`config.mk`:
```
export PLATFORM = sky130hd
export DESIGN_NAME = pci_rd_seq
export DESIGN_NICKNAME = d
export VERILOG_FILES = /design/src/rtl/pci_rd_pkg.sv /design/src/rtl/pci_rd_plan.sv /design/src/rtl/pci_rd_dsel_watch.sv /design/src/rtl/pci_rd_seq.sv
export SDC_FILE = /design/constraint.sdc
export NUM_CORES = 1
export LEC_CHECK = 0
export BUFFER_PORTS_ARGS = -buffer_cell sky130_fd_sc_hd__buf_4
export CAP_MARGIN = 25
export CORE_ASPECT_RATIO = 1.2
export CORE_UTILIZATION = 50
export DETAILED_ROUTE_END_ITERATION = 10
export HOLD_SLACK_MARGIN = 0.02
export PLACE_DENSITY = 0.81
export SLEW_MARGIN = 40
export SYNTH_ARGS = -nofsm -noshare
export SYNTH_HDL_FRONTEND = slang
export SYNTH_HIERARCHICAL = 1
export SYNTH_SLANG_ARGS = --single-unit
```
`constraint.sdc`:
```
create_clock -name clk -period 2.46 [get_ports clk]
set_clock_uncertainty 0.15 [all_clocks]
set_input_delay 0.615 -clock clk [delete_from_list [all_inputs] [get_ports clk]]
set_output_delay 0.615 -clock clk [all_outputs]
set_load 0.01 [all_outputs]
```
`src/rtl/pci_rd_pkg.sv`:
```
package pci_rd_pkg;

   localparam int unsigned BUS_W     = 32;
   localparam int unsigned CMD_W     = 4;
   localparam logic [BUS_W-1:0] ADDR_STEP = 32'd4;

   // Buffer kinds as presented on go_kind
   typedef enum logic [1:0] {
      KIND_INIT  = 2'b00,
      KIND_DESC  = 2'b01,
      KIND_TXBUF = 2'b10,
      KIND_SPARE = 2'b11
   } buf_kind_e;

   // Memory read command codes
   localparam logic [CMD_W-1:0] CMD_MEM_RD  = 4'h6;
   localparam logic [CMD_W-1:0] CMD_RD_MULT = 4'hC;
   localparam logic [CMD_W-1:0] CMD_RD_LINE = 4'hE;
   localparam logic [CMD_W-1:0] BE_ALL_ON   = 4'h0;

   typedef enum logic [1:0] {
      PH_IDLE = 2'd0,
      PH_ADDR = 2'd1,
      PH_DATA = 2'd2,
      PH_TURN = 2'd3
   } phase_e;

endpackage

```
`src/rtl/pci_rd_plan.sv`:
```
// Picks transaction form and bus command from the request fields.
module pci_rd_plan
   import pci_rd_pkg::*;
#(
   parameter bit ALLOW_BURST = 1'b1
) (
   input  logic [1:0]       kind,
   input  logic             burst_en,
   input  logic             desc_ok,
   input  logic             cmd_sel,
   output logic             burst,
   output logic [CMD_W-1:0] cmd
);

   generate
      if (ALLOW_BURST) begin : g_burst
         logic kind_ok;
         always_comb begin
            kind_ok = (buf_kind_e'(kind) != KIND_DESC) || desc_ok;
            burst   = burst_en && kind_ok;
            if (burst && (buf_kind_e'(kind) == KIND_TXBUF))
               cmd = cmd_sel ? CMD_RD_MULT : CMD_RD_LINE;
            else
               cmd = CMD_MEM_RD;
         end
      end else begin : g_single
         logic unused_ok;
         assign unused_ok = ^{kind, burst_en, desc_ok, cmd_sel};
         assign burst = 1'b0;
         assign cmd   = CMD_MEM_RD;
      end
   endgenerate

endmodule

```
`src/rtl/pci_rd_dsel_watch.sv`:
```
// Counts data clocks without a target claim; flags expiry.
module pci_rd_dsel_watch #(
   parameter int unsigned TMO_CLKS = 5
) (
   input  logic clk,
   input  logic rst_n,
   input  logic clear,
   input  logic active,
   input  logic devsel_i,
   output logic expire
);

   localparam int unsigned TMO_W = $clog2(TMO_CLKS + 1);

   logic [TMO_W-1:0] cnt_q;
   logic             seen_q;

   assign expire = active && !seen_q && !devsel_i &&
                   (cnt_q == TMO_W'(TMO_CLKS - 1));

   always_ff @(posedge clk or negedge rst_n) begin
      if (!rst_n) begin
         cnt_q  <= '0;
         seen_q <= 1'b0;
      end else if (clear) begin
         cnt_q  <= '0;
         seen_q <= 1'b0;
      end else if (active) begin
         if (devsel_i)
            seen_q <= 1'b1;
         else if (!seen_q)
            cnt_q <= cnt_q + 1'b1;
      end
   end

endmodule

```
`src/rtl/pci_rd_seq.sv`:
```
module pci_rd_seq
   import pci_rd_pkg::*;
#(
   parameter int unsigned CNT_W       = 8,
   parameter int unsigned TMO_CLKS    = 5,
   parameter bit          ALLOW_BURST = 1'b1
) (
   input  logic             clk,
   input  logic             rst_n,
   input  logic             go,
   input  logic [31:0]      go_addr,
   input  logic [CNT_W-1:0] go_cnt,
   input  logic [1:0]       go_kind,
   input  logic             go_burst_en,
   input  logic             go_desc_ok,
   input  logic             go_cmd_sel,
   output logic             busy,
   output logic             done,
   output logic             tmo_err,
   output logic [31:0]      ad_o,
   input  logic [31:0]      ad_i,
   output logic             ad_oe,
   output logic [3:0]       cbe_o,
   output logic             ctl_oe,
   output logic             frame_o,
   output logic             irdy_o,
   input  logic             devsel_i,
   input  logic             trdy_i,
   output logic             rd_valid,
   output logic [31:0]      rd_data
);

   localparam logic [CNT_W-1:0] ONE_LEFT = CNT_W'(1);
   localparam logic [CNT_W-1:0] TWO_LEFT = CNT_W'(2);

   initial begin
      assert (CNT_W >= 2) else $error("pci_rd_seq: CNT_W must be at least 2");
      assert (TMO_CLKS >= 1) else $error("pci_rd_seq: TMO_CLKS must be at least 1");
   end

   phase_e           ph_q;
   logic [BUS_W-1:0] addr_q;
   logic [CNT_W-1:0] left_q;
   logic             burst_q;
   logic [CMD_W-1:0] cmd_q;
   logic             frame_q;
   logic             done_q;
   logic             err_q;

   logic             plan_burst;
   logic [CMD_W-1:0] plan_cmd;
   logic             accept;
   logic             take;
   logic             expire;

   assign accept = (ph_q == PH_IDLE) && go && (go_cnt != '0);
   assign take   = (ph_q == PH_DATA) && trdy_i;

   pci_rd_plan #(
      .ALLOW_BURST (ALLOW_BURST)
   ) u_plan (
      .kind     (go_kind),
      .burst_en (go_burst_en),
      .desc_ok  (go_desc_ok),
      .cmd_sel  (go_cmd_sel),
      .burst    (plan_burst),
      .cmd      (plan_cmd)
   );

   pci_rd_dsel_watch #(
      .TMO_CLKS (TMO_CLKS)
   ) u_watch (
      .clk      (clk),
      .rst_n    (rst_n),
      .clear    (ph_q == PH_ADDR),
      .active   (ph_q == PH_DATA),
      .devsel_i (devsel_i),
      .expire   (expire)
   );

   always_ff @(posedge clk or negedge rst_n) begin
      if (!rst_n) begin
         ph_q    <= PH_IDLE;
         addr_q  <= '0;
         left_q  <= '0;
         burst_q <= 1'b0;
         cmd_q   <= CMD_MEM_RD;
         frame_q <= 1'b0;
         done_q  <= 1'b0;
         err_q   <= 1'b0;
      end else begin
         done_q <= 1'b0;
         unique case (ph_q)
            PH_IDLE: begin
               if (accept) begin
                  addr_q  <= go_addr;
                  left_q  <= go_cnt;
                  burst_q <= plan_burst;
                  cmd_q   <= plan_cmd;
                  err_q   <= 1'b0;
                  ph_q    <= PH_ADDR;
               end
            end
            PH_ADDR: begin
               frame_q <= burst_q && (left_q > ONE_LEFT);
               ph_q    <= PH_DATA;
            end
            PH_DATA: begin
               if (take) begin
                  left_q <= left_q - 1'b1;
                  if (!burst_q) begin
                     addr_q <= addr_q + ADDR_STEP;
                     ph_q   <= PH_TURN;
                  end else if (left_q == ONE_LEFT) begin
                     ph_q <= PH_TURN;
                  end else if (left_q == TWO_LEFT) begin
                     frame_q <= 1'b0;
                  end
               end else if (expire) begin
                  err_q  <= 1'b1;
                  left_q <= '0;
                  ph_q   <= PH_TURN;
               end
            end
            PH_TURN: begin
               frame_q <= 1'b0;
               if (left_q != '0) begin
                  ph_q <= PH_ADDR;
               end else begin
                  ph_q   <= PH_IDLE;
                  done_q <= 1'b1;
               end
            end
            default: ph_q <= PH_IDLE;
         endcase
      end
   end

   assign busy     = (ph_q != PH_IDLE);
   assign done     = done_q;
   assign tmo_err  = err_q;
   assign ad_o     = burst_q ? {addr_q[BUS_W-1:2], 2'b00} : addr_q;
   assign ad_oe    = (ph_q == PH_ADDR);
   assign cbe_o    = (ph_q == PH_ADDR) ? cmd_q : BE_ALL_ON;
   assign ctl_oe   = (ph_q != PH_IDLE);
   assign frame_o  = (ph_q == PH_ADDR) || ((ph_q == PH_DATA) && frame_q);
   assign irdy_o   = (ph_q == PH_DATA);
   assign rd_valid = take;
   assign rd_data  = ad_i;

endmodule

```
==> results_dict.tcl, run 1 <==
set metrics [dict create \
    use_met2_pct 44.2 \
    synth_edf_count 0 \
    top_usage_layer "met2" \
    synthFlopType "dfrtp_1" \
    grt_pass1_wl_um 17100 \
    avgRoutedWirePerCell_um 18.2 \
    htreeDepth 2 \
    dieArea_um2 8610 \
    yosys_register_bits 54 \
    cts_tree "done" \
    netlist_top_cells_count "69 x buf_4, 52 x dfrtp_1, 33 x nand2_1" \
    netlist_instances 456 \
    drt-initial-drc-count 230 \
    worstSkewPairLatency_ps 310 \
    use_met1_pct 31.3 \
    cts_resized 0 \
    use_met3_pct 3.83 \
    start_kind "flip-flop" \
    power_density_nw_per_um2 1210 \
    synth_async_sr_flop_share_pct 100 \
    stdcell_count 584 \
    cp.arrival_ps 1590 \
    final-hold-violation-count 0 \
    netlist_area_um2 4120 \
    ys_seq_area_share_pct 32.9 \
    drive_gt1_share_pct 32.7 \
    cts_buffers 5 \
    setup_viol 0 \
    dieWidth_um 84.9 \
    dp_hpwl_um 7710 \
    yosysMostFrequentCell "buf_4" \
    die_h_um 101 \
    first_pass_iters 9 \
    initial_utilization_pct 52.6 \
    clkSinkCount 54 \
    ir_drop_v 0.000389 \
    synth_area_leaders "dfrtp_1 32%, buf_4 13%, a21oi_1 3.6%, ha_1 3.6%, o21ai_0 3.2%" \
    grt_max_degree 55 \
    wirelength_um 10600 \
    antenna_cells 0 \
    cts_setup_buffers 0 \
    synth.top_cell.area_share_pct 31.6 \
    required_ps 1690 \
    clockRootBuffer "clkbuf_8" \
    nets 585 \
    syn_area_per_cell_um2 9.04 \
    synth_top_area_cell "dfrtp_1" \
    synth_nets 550 \
    gr-usage-all-layers_pct 24.7 \
    leakagePower_nw 2.05 \
    dpl.cell_count 575 \
    cap_violations 0 \
    cp_max_fo 7 \
    holdWs_ps 179 \
    yosys_warnings 6 \
    crit_type "reg -> out" \
    fp-row-count 35 \
    area_growth_pct 11.6 \
    min_period_over_period_pct 95.7 \
    clk_pin_slew_worst_paths_ps 110 \
    grt_pass1_vias 3513 \
    tightest_slew_ps 720 \
    io_pins 158 \
    period_minus_slack_ps 2350 \
    slew_violations 0 \
    max_freq_ghz 0.425 \
    dp_slack_ps 115 \
    outcome "finished with violations" \
    cts_buffer_depth 2 \
    ctsHoldBuffers 0 \
    p_total_mw 5.56 \
    via_count 3688 \
    hp-class "in -> async" \
    slew_headroom_pct 52.0 \
    antenna_found_initial 0 \
    crit_path_end_kind "output port" \
    grt_setup_unrepaired "no" \
    setup_slack_ps 106 \
    core_um2 7840 \
    vias_per_cell 6.32 \
    io_buffers 93 \
    antenna_left 0 \
    violations "DRC" \
    fin_setup_tns_ps 0 \
    gr-total-overflow 0 \
    gp_congestion 0.924 \
    drc 9 \
    fillerInstances 692 \
    synth_cell_types 74 \
]
## cell usage in the layout, fill, tap and decap left out, types with 8 or more instances in the layout
cell,count
or4_1,8
dfrtp_1,52
a21oi_1,30
nor3_1,11
nor2_1,24
o22ai_1,9
ha_1,10
nand4_1,11
nand2_1,32
inv_1,15
nand3_1,12
buf_4,111
nor4_1,8
o21ai_0,26
## routing by layer
metal,part of all wire [%],vias to the layer above,routed length (um)
li1,-,1708,-
met1,40,1786,4210
met2,52,177,5500
met3,7.0,17,746
met4,1.5,0,163
met5,0,-,0
## power breakdown
group / internal (mW) / switching (mW) / total, mW / leakage [nW]
sequential: 1.30 / 0.561 / 1.86 / 0.642
combinational: 1.42 / 1.71 / 3.13 / 1.35
clock: 0.259 / 0.315 / 0.574 / 0.0544
## sequential cells by signal, indices dropped and copies added (netlist names)
| name | count |
|---|---|
| done | 1 |
| left_q | 8 |
| u_watch/cnt_q | 3 |
| cmd_q | 4 |
| ph_q | 2 |
| u_watch/seen_q | 1 |
| burst_q | 1 |
| frame_q | 1 |
| addr_q | 32 |
| tmo_err | 1 |
## critical path, cell delays in order (launching register included)
cell and delay [ps]:
dfrtp_1 410, inv_1 150, ha_2 270, buf_4 180, nand2_1 80, inv_1 80
buf_4 120
## cells by family (layout without fill, tap and decap cells)
logic type	after synthesis	after routing	share of synthesized area (%)
multiplexers	11	11	3.04
AO/OA/AOI/OAI	118	118	19.0
buffers and inverters	99	134	15.8
AND/OR/NAND/NOR	160	161	25.5
adder cells (fa/ha/maj)	12	12	3.64
flip-flops	54	54	32.9
other	2	2	0.182
## path summary, 6_finish.rpt
check	from	to	slack (ps)	cells past startpoint
min in group clk	addr_q[1]$_DFFE_PN0P_	addr_q[1]$_DFFE_PN0P_	340	2
worst min register to register	addr_q[1]$_DFFE_PN0P_	addr_q[1]$_DFFE_PN0P_	340	2
worst min-delay path	rst_n	addr_q[29]$_DFFE_PN0P_	180	1
worst max-delay path	ph_q[0]$_DFFE_PN0P_	rd_valid	110	6
max in group asynchronous	rst_n	left_q[5]$_DFFE_PN0P_	1470	1
worst max register to register	ph_q[1]$_DFFE_PN0P_	addr_q[29]$_DFFE_PN0P_	150	7
## per-stage QoR
stage	util (%)	area, um^2
3_5_place_dp	57.1	4470
5_1_grt	58.7	4600
4_1_cts	58.4	4580
2_1_floorplan	-	4120
6_report	58.7	4600
3_3_place_gp	57.1	4470
## cell type report
class,count,area [um^2],share of cell area [%]
flip-flops and latches,54,1350,29.4
inverters,15,56.3,1.22
multi-input cells,304,2130,46.4
clock buffers,7,96.3,2.10
clock inverters,1,8.76,0.190
well taps,92,115,2.50
repair buffers,111,833,18.1
No activity file was read; power rests on OpenSTA's default activity.
==> run 2: changes to the inputs <==
==> constraint.sdc (replaced) <==
create_clock -name clk -period 2.46 [get_ports clk]
set_clock_uncertainty 0.15 [all_clocks]
set_input_delay 0.492 -clock clk [delete_from_list [all_inputs] [get_ports clk]]
set_output_delay 0.492 -clock clk [all_outputs]
set_load 0.01 [all_outputs]
==> results_dict.tcl, run 2 (synthesis results as in run 1) <==
set metrics [dict create \
    gp_congestion 0.900 \
    die_h_um 101 \
    ir_drop_v 0.000502 \
    mostFrequentLayoutCells "105 x buf_4, 52 x dfrtp_1, 31 x nand2_1, 30 x a21oi_1, 26 x o21ai_0" \
    worstSkewPairLatency_ps 320 \
    grt_pass1_vias 3342 \
    grt_pass1_wl_um 16300 \
    cts_resized 0 \
    antenna_found_initial 0 \
    cts_setup_buffers 0 \
    slew_violations 0 \
    cp_max_fo 14 \
    antenna_left 0 \
    max_freq_ghz 0.432 \
    dp_hpwl_um 7480 \
    largestRegisters "addr_q (32), left_q (8), cmd_q (4)" \
    htreeDepth 2 \
    cts_buffers 5 \
    power_density_nw_per_um2 1200 \
    clockRootBuffer "clkbuf_8" \
    crit_path_end_kind "flip-flop" \
    hp-class "in -> async" \
    via_count 3566 \
    leakagePower_nw 2.03 \
    setup_viol 0 \
    cts_buffer_depth 2 \
    drc 9 \
    clk_pin_slew_worst_paths_ps 100 \
    p_total_mw 5.49 \
    period_minus_slack_ps 2320 \
    ctsHoldBuffers 0 \
    clkSinkCount 54 \
    largest-register "addr_q" \
    avgRoutedWirePerCell_um 17.6 \
    cp.arrival_ps 2420 \
    largest_register_ffs 32 \
    drt-initial-drc-count 243 \
    antenna_cells 0 \
    dieArea_um2 8610 \
    final-hold-violation-count 0 \
    min_period_over_period_pct 94.1 \
    crit_type "reg -> reg" \
    initial_utilization_pct 52.6 \
    wirelength_um 10200 \
    dieWidth_um 84.9 \
    grt_setup_unrepaired "no" \
    fin_setup_tns_ps 0 \
    gr-total-overflow 0 \
    nets 580 \
    io_pins 158 \
    first_pass_iters 8 \
    slew_headroom_pct 53.6 \
    fp-row-count 35 \
    grt_max_degree 55 \
    gr-usage-all-layers_pct 23.9 \
    outcome "finished with violations" \
    area_growth_pct 10.8 \
    violations "DRC" \
    required_ps 2560 \
    cap_violations 0 \
    vias_per_cell 6.16 \
    io_buffers 93 \
    tightest_slew_ps 696 \
    drive_gt1_share_pct 31.8 \
    start_kind "flip-flop" \
    cts_tree "done" \
    core_um2 7840 \
    final_common_cell "buf_4" \
]
-- run 2: worst paths after layout --
path / end / slack [ps] / startpoint / cells after the start
worst max-delay path: addr_q[7]$_DFFE_PN0P_ / 140 / ph_q[0]$_DFFE_PN0P_ / 8
max in group asynchronous: done$_DFF_PN0_ / 1630 / rst_n / 1
worst min register to register: addr_q[0]$_DFFE_PN0P_ / 340 / addr_q[0]$_DFFE_PN0P_ / 2
min in group clk: addr_q[5]$_DFFE_PN0P_ / 260 / go_addr[5] / 3
worst min-delay path: addr_q[29]$_DFFE_PN0P_ / 50 / rst_n / 1
worst max register to register: addr_q[7]$_DFFE_PN0P_ / 140 / ph_q[0]$_DFFE_PN0P_ / 8
-- run 2: cell type report --
type                       count  area (um^2)
timing repair buffer         107          820
tap                           92          115
fill                         684         3270
inverter                      15         56.3
multi-input combinational    303         2130
clock inverter                 1         5.00
clock buffer                   7         86.3
sequential                    54         1350
-- run 2: worst max-delay path: stages, from the launching register on --
cell      delay, ps
dfrtp_1         410
inv_1           140
ha_1            230
buf_6           190
nand3b_4        100
and2_2          270
or4_1           470
a21oi_1         150
a221o_1         140
-- run 2: metrics by stage --
step	std cells	hold WS [ps]	cell area, um^2	util, %	setup WS (ps)
6_report	579	53.2	4560	58.2	145
5_1_grt	579	116	4560	58.2	2.68
4_1_cts	579	89.5	4550	58.0	33.5
3_5_place_dp	571	324	4460	56.9	49.7
3_3_place_gp	571	311	4460	56.9	139
2_1_floorplan	456	46.4	4120	-	148
-- run 2: metal layers --
| metal | global-route usage (%) | up-vias | wire length [um] |
|---|---|---|---|
| met3 | 3.67 | 31 | 649 |
| met5 | 0 | - | 0 |
| met4 | 10.6 | 0 | 311 |
| met2 | 41.2 | 144 | 5110 |
| met1 | 29.8 | 1696 | 4120 |
| li1 | - | 1695 | - |
-- run 2: power by group --
part	switching, mW	total, mW	leakage (nW)	internal, mW
sequential	0.581	1.88	0.642	1.30
combinational	1.65	3.08	1.34	1.44
clock	0.299	0.527	0.0482	0.228
==> run 3: changes to the inputs <==
- REMOVE_ABC_BUFFERS: not set -> 1
- TNS_END_PERCENT: not set -> 1
==> results_dict.tcl, run 3 (synthesis results as in run 1) <==
set metrics [dict create \
    outcome "finished with violations" \
    violations "DRC" \
    io_pins 158 \
    ir_drop_v 0.000454 \
    io_buffers 93 \
    gr-usage-all-layers_pct 26.3 \
    power_density_nw_per_um2 1200 \
    setup_slack_ps 94.3 \
    gr-total-overflow 0 \
    crit_path_end_kind "flip-flop" \
    setup_viol 0 \
    dieArea_um2 8610 \
    r2r_slack_ps 90 \
    cp.arrival_ps 2470 \
    clkSinkCount 54 \
    seqPwrFrac_pct 33.9 \
    leakagePower_nw 2.03 \
    drt-initial-drc-count 283 \
    grt_pass1_wl_um 17600 \
    via_count 3622 \
    period_minus_slack_ps 2370 \
    grt_max_degree 55 \
    timing.rr.end "addr_q[7]$_DFFE_PN0P_" \
    max_freq_ghz 0.423 \
    crit_type "reg -> reg" \
    largestRegisters "addr_q (32), left_q (8), cmd_q (4)" \
    fillerInstances 691 \
    p_clk_share_pct 9.3 \
    p_total_mw 5.51 \
    cts_buffer_depth 2 \
    core_um2 7840 \
    antenna_left 0 \
    htreeDepth 2 \
    rr_worst_depth 7 \
    min_period_over_period_pct 96.2 \
    worstSkewPairLatency_ps 310 \
    finish.utilization_pct 58.4 \
    hp-class "in -> async" \
    dp_hpwl_um 8540 \
    cp_max_fo 11 \
    cts_tree "done" \
    largest-register "addr_q" \
    fp-row-count 35 \
    switching_power_mw 2.58 \
    vias_per_cell 6.23 \
    avgRoutedWirePerCell_um 19.6 \
    antenna_cells 0 \
    r2r_start "ph_q[1]$_DFFE_PN0P_" \
    first_pass_iters 8 \
    gp_congestion 0.964 \
    drc 12 \
    die_h_um 101 \
    area_growth_pct 11.0 \
    nets 582 \
    sw_frac_of_total_pct 46.7 \
    grt_pass1_vias 3446 \
    slew_headroom_pct 52.2 \
    initial_utilization_pct 52.6 \
    pwr-share-comb_pct 56.8 \
    largest_register_ffs 32 \
    cap_violations 0 \
    dpl.cell_count 573 \
    cts_buffers 5 \
    stdcell_count 581 \
    p_int_mw 2.93 \
    drive_gt1_share_pct 32.3 \
    slew_violations 0 \
    mostFrequentLayoutCells "108 x buf_4, 52 x dfrtp_1, 31 x nand2_1, 30 x a21oi_1, 26 x o21ai_0" \
    fin_setup_tns_ps 0 \
    start_kind "flip-flop" \
    final_common_cell "buf_4" \
    wirelength_um 11400 \
    tightest_slew_ps 717 \
    required_ps 2570 \
    dp_slack_ps 110 \
    dieWidth_um 84.9 \
    grt_setup_unrepaired "no" \
    clockRootBuffer "clkbuf_8" \
    final-hold-violation-count 0 \
    antenna_found_initial 0 \
    clk_pin_slew_worst_paths_ps 100 \
]
run 3: critical path: stages, from the launching register on:
cell and delay [ps]:
dfrtp_1 420, inv_1 100, ha_1 320, nor2b_4 190, a31o_2 320, or4_1 540
a21oi_1 150, a221o_1 120
run 3: power groups by stage:
stage                     Clock, mW  Combinational (mW)  Sequential [mW]
after floorplan                   0                1.75             1.84
after global placement            0                2.98             1.83
after detailed placement          0                3.08             1.86
after CTS                     0.525                3.09             1.84
after global routing          0.562                3.46             1.93
final                         0.512                3.13             1.87
run 3: repair_timing:
action / CTS / global route
endpoints found under the setup margin: 1 / 12
gates resized for setup: 1 / 7
hold buffers: 0 / 0
buffers inserted: 0 / 0
run 3: worst max-delay path by stage:
stage	slack, ps	from	to
after floorplan	-570	ph_q[0]$_DFFE_PN0P_	addr_q[23]$_DFFE_PN0P_
after global routing	10	ph_q[1]$_DFFE_PN0P_	addr_q[5]$_DFFE_PN0P_
after CTS	20	ph_q[0]$_DFFE_PN0P_	rd_valid
after global placement	230	ph_q[0]$_DFFE_PN0P_	addr_q[4]$_DFFE_PN0P_
after detailed placement	110	ph_q[0]$_DFFE_PN0P_	addr_q[4]$_DFFE_PN0P_
final	90	ph_q[1]$_DFFE_PN0P_	addr_q[7]$_DFFE_PN0P_
run 3: per-stage QoR:
| stage | area [um^2] | hold WS, ps |
|---|---|---|
| 2_1_floorplan | 3530 | 46.4 |
| 3_3_place_gp | 4460 | 311 |
| 3_5_place_dp | 4460 | 334 |
| 4_1_cts | 4550 | 99.8 |
| 5_1_grt | 4570 | 122 |
| 6_report | 4570 | 67.4 |
run 3: layout make-up:
class                           count  area, um^2  area share [%]
Timing Repair Buffer              109         826            18.1
Clock buffer                        6        72.6            1.59
Inverter                           15        56.3            1.23
Clock inverter                      2        13.8           0.301
Tap cell                           92         115            2.52
Multi-Input combinational cell    303        2140            46.7
Sequential cell                    54        1350            29.6
run 3: per-layer routing:
| metal | vias up | GRT usage (%) | part of all wire, % |
|---|---|---|---|
| met5 | - | 2.84 | 0 |
| met4 | 0 | 4.43 | 0.74 |
| li1 | 1695 | - | - |
| met3 | 9 | 8.39 | 9.4 |
| met1 | 1746 | 33.8 | 42 |
| met2 | 172 | 43.9 | 48 |
